===== config.mk =====
export PLATFORM = sky130hd
export DESIGN_NAME = vc_mult8
export DESIGN_NICKNAME = d
export VERILOG_FILES = /design/src/rtl/vc_mult8.sv
export SDC_FILE = /design/constraint.sdc
export NUM_CORES = 1
export LEC_CHECK = 0
export BUFFER_PORTS_ARGS = -buffer_cell sky130_fd_sc_hd__buf_4
export CAP_MARGIN = 20
export CELL_PAD_IN_SITES_DETAIL_PLACEMENT = 2
export CELL_PAD_IN_SITES_GLOBAL_PLACEMENT = 2
export CORE_ASPECT_RATIO = 0.8
export CORE_UTILIZATION = 39
export CTS_CLUSTER_DIAMETER = 60
export DETAILED_ROUTE_END_ITERATION = 8
export PLACE_DENSITY_LB_ADDON = 0.05
export SLEW_MARGIN = 20
export SYNTH_ARGS = -nofsm -noshare
export SYNTH_HDL_FRONTEND = slang
export SYNTH_SLANG_ARGS = --single-unit

===== constraint.sdc =====
create_clock -name clk -period 0.8 [get_ports clk]
set_input_delay 0.04 -clock clk [delete_from_list [all_inputs] [get_ports clk]]
set_output_delay 0.04 -clock clk [all_outputs]
set_load 0.02 [all_outputs]

===== src/rtl/vc_mult8.sv =====
module vc_mult8 #(
  parameter bit REG_OUT = 1'b1
) (
  input  logic        clk,
  input  logic        rst_n,
  input  logic [7:0]  a,
  input  logic [7:0]  b,
  output logic [15:0] p
);

  function automatic logic [3:0] cell2(input logic [1:0] x, input logic [1:0] y);
    logic c1;
    logic [3:0] r;
    r[0] = x[0] & y[0];
    r[1] = (x[1] & y[0]) ^ (x[0] & y[1]);
    c1   = (x[1] & y[0]) & (x[0] & y[1]);
    r[2] = (x[1] & y[1]) ^ c1;
    r[3] = (x[1] & y[1]) & c1;
    return r;
  endfunction

  function automatic logic [15:0] rca(input logic [15:0] x, input logic [15:0] y);
    logic cy;
    logic [15:0] s;
    cy = 1'b0;
    for (int i = 0; i < 16; i++) begin
      s[i] = x[i] ^ y[i] ^ cy;
      cy   = (x[i] & y[i]) | (cy & (x[i] ^ y[i]));
    end
    return s;
  endfunction

  function automatic logic [7:0] mul4(input logic [3:0] x, input logic [3:0] y);
    logic [15:0] ll, lh, hl, hh, t0, t1;
    ll = {12'd0, cell2(x[1:0], y[1:0])};
    lh = {10'd0, cell2(x[1:0], y[3:2]), 2'd0};
    hl = {10'd0, cell2(x[3:2], y[1:0]), 2'd0};
    hh = {8'd0,  cell2(x[3:2], y[3:2]), 4'd0};
    t0 = rca(ll, lh);
    t1 = rca(hl, hh);
    return rca(t0, t1)[7:0];
  endfunction

  logic [15:0] q_ll, q_lh, q_hl, q_hh, s_lo, s_hi, prod;

  assign q_ll = {8'd0, mul4(a[3:0], b[3:0])};
  assign q_lh = {4'd0, mul4(a[3:0], b[7:4]), 4'd0};
  assign q_hl = {4'd0, mul4(a[7:4], b[3:0]), 4'd0};
  assign q_hh = {mul4(a[7:4], b[7:4]), 8'd0};
  assign s_lo = rca(q_ll, q_lh);
  assign s_hi = rca(q_hl, q_hh);
  assign prod = rca(s_lo, s_hi);

  generate
    if (REG_OUT) begin : g_reg
      logic [15:0] p_q;
      always_ff @(posedge clk or negedge rst_n)
        if (!rst_n) p_q <= '0;
        else        p_q <= prod;
      assign p = p_q;

      a_r2_registered_product: assert property (@(posedge clk) disable iff (!rst_n)
        $past(rst_n) |-> p == 16'($past(a) * $past(b)));
      a_r4_zero_operand: assert property (@(posedge clk) disable iff (!rst_n)
        ($past(rst_n) && ($past(a) == 8'd0 || $past(b) == 8'd0)) |-> p == 16'd0);
      a_r5_unit_operand: assert property (@(posedge clk) disable iff (!rst_n)
        ($past(rst_n) && $past(b) == 8'd1) |-> p == {8'd0, $past(a)});
      a_r6_max_operands: assert property (@(posedge clk) disable iff (!rst_n)
        ($past(rst_n) && $past(a) == 8'hFF && $past(b) == 8'hFF) |-> p == 16'hFE01);
    end else begin : g_comb
      assign p = prod;
    end
  endgenerate

endmodule


### Word level (Yosys, flattened, before mapping)

Cells that the tools add are included.

* flip-flop bits (word level): 16
* output and inout bits: 16
* word-level logic and storage cells: 401
* input bits: 18

* bitwise operators: 400

Operators with widths (count)
* AND 1 bit: 208
* XOR 1 bit: 154
* OR 1 bit: 38

### Depth between registers and ports, before layout

* depth in word-level cells: 33
* depth in mapped cells: 27
* depth with buffers taken out: 27

### Worst setup path before layout

OpenSTA, ideal clock, no wires.

* path type: in2reg
* start: input b[1]
* end: register g_reg.p_q[15] (netlist: p[15])
* required time: 0.675 ns
* slack: -6.236 ns
* cell stages on the path: 25
* arrival time: 6.911 ns
* setup time: 0.125 ns
* path buffers: 0
* cell sequence: and2_1 ha_1 ha_1 ha_1 fa_1 inv_1 fa_1 fa_1 fa_1 fa_1 fa_1 inv_1 fa_1 fa_1 fa_1 fa_1 fa_1 fa_1 inv_1 fa_1 inv_1 ha_1 ha_1 xor2_1 xnor2_1

* cells in the longest elaborated chain, start to end: 33
* elaborated cells on any way between the ends: 194
* classes of those cells: bitwise: 194

Ends and longest elaborated chain
* start: declaration: line 7 `input logic [7:0] b,`
* AND 1 bit (2 in a row): line 16 `c1 = (x[1] & y[0]) & (x[0] & y[1]);`
* AND 1 bit / XOR 1 bit (equally long branches): line 18, 17
* XOR 1 bit / AND 1 bit (equally long branches) (2 in a row): line 27, 28
* XOR 1 bit / OR 1 bit (equally long branches): line 28 `cy = (x[i] & y[i]) | (cy & (x[i] ^ y[i]));`
* AND 1 bit / XOR 1 bit (equally long branches): line 28, 27
* OR 1 bit / XOR 1 bit (equally long branches): line 28, 27
* AND 1 bit: line 28
* OR 1 bit: line 28
* [15 not listed]
* OR 1 bit: line 28
* AND 1 bit: line 28
* OR 1 bit: line 28
* AND 1 bit: line 28
* OR 1 bit: line 28
* AND 1 bit (2 in a row): line 28
* XOR 1 bit *: line 27 `s[i] = x[i] ^ y[i] ^ cy;`
* net prod[15]: line 44 `logic [15:0] q_ll, q_lh, q_hl, q_hh, s_lo, s_hi, prod;`
* end signal: assignment: line 59 `else p_q <= prod;`
* end: declaration: line 56 `logic [15:0] p_q;`

The timed path passes the listed nets; every way through them passes the cells marked *.

### Final worst setup path

Same ends and word-level chain as after synthesis.

==> summary.txt <==
Status
  – Outcome: complete, but fails checks
  – Failing checks: setup timing

Synthesis
  – Yosys top cell area share: 0.3275
  – Register area share after synthesis: 0.1424
  – Number of synthesized flops with an enable pin: 0
  – Fraction of registers with async set/reset: 1.000
  – Ys Warns: 0
  – Main flop type after synthesis: dfrtp_1
  – Syn Std Cell Area: ~0.0028 mm²
  – Yosys top cell by area: fa_1
  – Synth unique cells: 8
  – Syn nets: about 400
  – List of most frequent post-synthesis cells: 81 x inv_1, 60 x ha_1, 57 x and2_1
  – Cell count after synthesis: 273
  – Post-synthesis register bit count: 16
  – Syn avg cell area: 10.30 µm²
  – Most frequent cell after synthesis: inv_1
  – Top cells by area, synth: fa_1 33%, ha_1 27%, dfrtp_1 14%, and2_1 13%, inv_1 11%

Finish
  – FF+latch area: about 400 µm²
  – Max reg flops: 16
  – Share of layout cells above drive strength 1: 0.2962
  – Area growth syn-to-layout: 31.42%
  – Antenna Cells: 0
  – Final Cell Area: roughly 0.0037 mm²
  – Final std cells w/o fill: between 400 and 500
  – Area of the multi-input gates: about 0.0023 mm²
  – Fill cells: between 700 and 800
  – Final nets: roughly 470

Power
  – PwrDens: roughly 1800 mW/mm²
  – Static leakage: 1.892 nW
  – Total power: 6.697 mW
  – Peak VDD IR: between 0.7 and 0.8 mV

Routing
  – Via density: between 4 and 5
  – Antenna-violating nets left: 0
  – # DRC: 0
  – Max layer used: met4
  – Wire per inst: just under 20 µm
  – Wl on met1: about 3.6 mm
  – Met3 Wirelength: ~150 µm
  – Via count: ~2k
  – First-pass iteration count of the detailed router: 4
  – First DRT Iteration DRCs: 30
  – Met2 wire length: between 4 and 5 mm
  – Drt total wl: 8.465 mm

Clock network
  – Reg clk slew, reported paths: ~0.070 ns
  – CTS tree: done
  – CTS H-tree lvls: 1
  – Clock tree root buffer cell: clkbuf_8
  – Cts bufs inserted: 3
  – Clk buf depth: 2
  – Num Clock Sinks: 16

Placement
  – # port buffers: 33
  – Post-DP Area: roughly 0.0035 mm²
  – Setup slack at placement: -6.069 ns
  – Placer Congestion: 0.7322
  – Post-placement cell count: around 420
  – Final HPWL DP: around 7.3 mm

STA
  – Fin crit share: 8.070
  – Actual slew at the worst max-slew pin: 0.2188 ns
  – Worst setup margin: -5.656 ns
  – Min Tclk post-route: 6.456 ns
  – Relative slew margins: 0.8536
  – Fmax achieved: about 150 MHz
  – RSZ-0062 raised after global routing: true
  – Final setup fails: 23
  – Pins Over Slew Limit: 0
  – Fin. Hold Viols: 0
  – Hold slack: roughly 0.15 ns

Global routing
  – Initial antenna violation count: 0
  – Vias in the first global route: about 2.5k
  – Pin count of the biggest net entering global routing: 17
  – GRT overflow: 0
  – First-pass GRT wire length: around 14 mm
  – GRT Util Overall: 0.2458

Critical path
  – Arrival time at the worst endpoint: ~6.6 ns
  – CP Max Fanout: 3
  – Data required, critical path: between 0.9 and 1 ns
  – Kind of critical path: input pin to register
  – Critical path launch point type: input pin
  – Worst setup EP type: register

Floorplan
  – # rows: 27
  – Core area: roughly 0.0069 mm²
  – Die Y: between 70 and 80 µm
  – Width of the die: 96.93 µm
  – Initial Utilization: 0.4060
  – DIE AREA: approximately 0.0076 mm²
  – # IOs: 34

Job
  – Maxcap violations: 0

Hold path
  – Path category of the worst min-delay check: input pin to register
layout by cell type, fill, tap and decap left out:
cell type       n
ha_4            9
dfrtp_1        16
inv_1          72
inv_2           9
dlygate4sd3_1   1
nand2_1         7
xor2_2          1
fa_2           13
xnor2_1         4
clkbuf_8        4
xor2_1          1
and2_1         55
buf_4          43
ha_1           51
and2_4          2
buf_6          19
fa_1           33
buf_8           1
layout make-up:
class                           instances  share of cell area
Multi-Input combinational cell        176              0.6129
Timing Repair Buffer                   64              0.1520
Sequential cell                        16              0.1084
Inverter                               81             0.08229
Tap cell                               87             0.02946
Clock buffer                            4             0.01490
power breakdown:
part	internal (mW)	switching, mW	total [mW]	leakage (nW)
clock	0.437	0.302	0.739	0.0288
sequential	1.18	0.182	1.36	0.192
combinational	2.20	2.39	4.59	1.67
repair_timing:
item | 4_1_cts | 5_1_grt
resized for setup | 27 | 2
hold endpoints to repair | 16 | 0
hold buffers | 1 | 0
buffers inserted | 1 | 0
pin swaps | 6 | 2
setup endpoints to repair | 30 | 30
final timing paths:
path / to / startpoint / cells past startpoint / slack [ns]
min in group asynchronous: p[14] / rst_n / 2 / 0.17
max in group asynchronous: p[0] / rst_n / 2 / 0.43
worst max-delay path: p[15] / b[1] / 26 / -5.66
worst min-delay path: p[1] / a[0] / 3 / 0.15
worst max-delay path, stage by stage:
cell     delay, ns
buf_8         0.10
and2_4        0.16
ha_4          0.16
ha_4          0.22
ha_4          0.16
fa_2          0.36
inv_2         0.08
fa_1          0.42
fa_2          0.39
fa_2          0.35
fa_1          0.51
fa_2          0.37
fa_1          0.52
inv_2         0.04
fa_2          0.38
fa_2          0.35
fa_2          0.36
fa_2          0.37
fa_2          0.36
inv_2         0.07
fa_2          0.18
inv_2         0.04
ha_4          0.16
ha_4          0.16
xor2_2        0.15
xnor2_1       0.13
cell families after synthesis:
| kind of cell | share of synthesized area |
|---|---|
| buffers and inverters | 0.1081 |
| flip-flops | 0.1424 |
| AND/OR/NAND/NOR | 0.1362 |
| adder cells (fa/ha/maj) | 0.5946 |
| XOR/XNOR | 0.01869 |
stage by stage:
stage,setup TNS [ns],util
5_1_grt,-52.74,0.5335
3_3_place_gp,-53.69,0.5051
4_1_cts,-51.76,0.5312
3_5_place_dp,-56.32,0.5051
6_report,-51.33,0.5335
2_1_floorplan,-50.93,-
metal layers:
metal,vias up,GRT usage
met5,-,0
li1,926,-
met3,18,0.01802
met1,1021,0.2967
met4,0,0.08060
met2,44,0.4641
No activity file was read; power rests on OpenSTA's default activity.
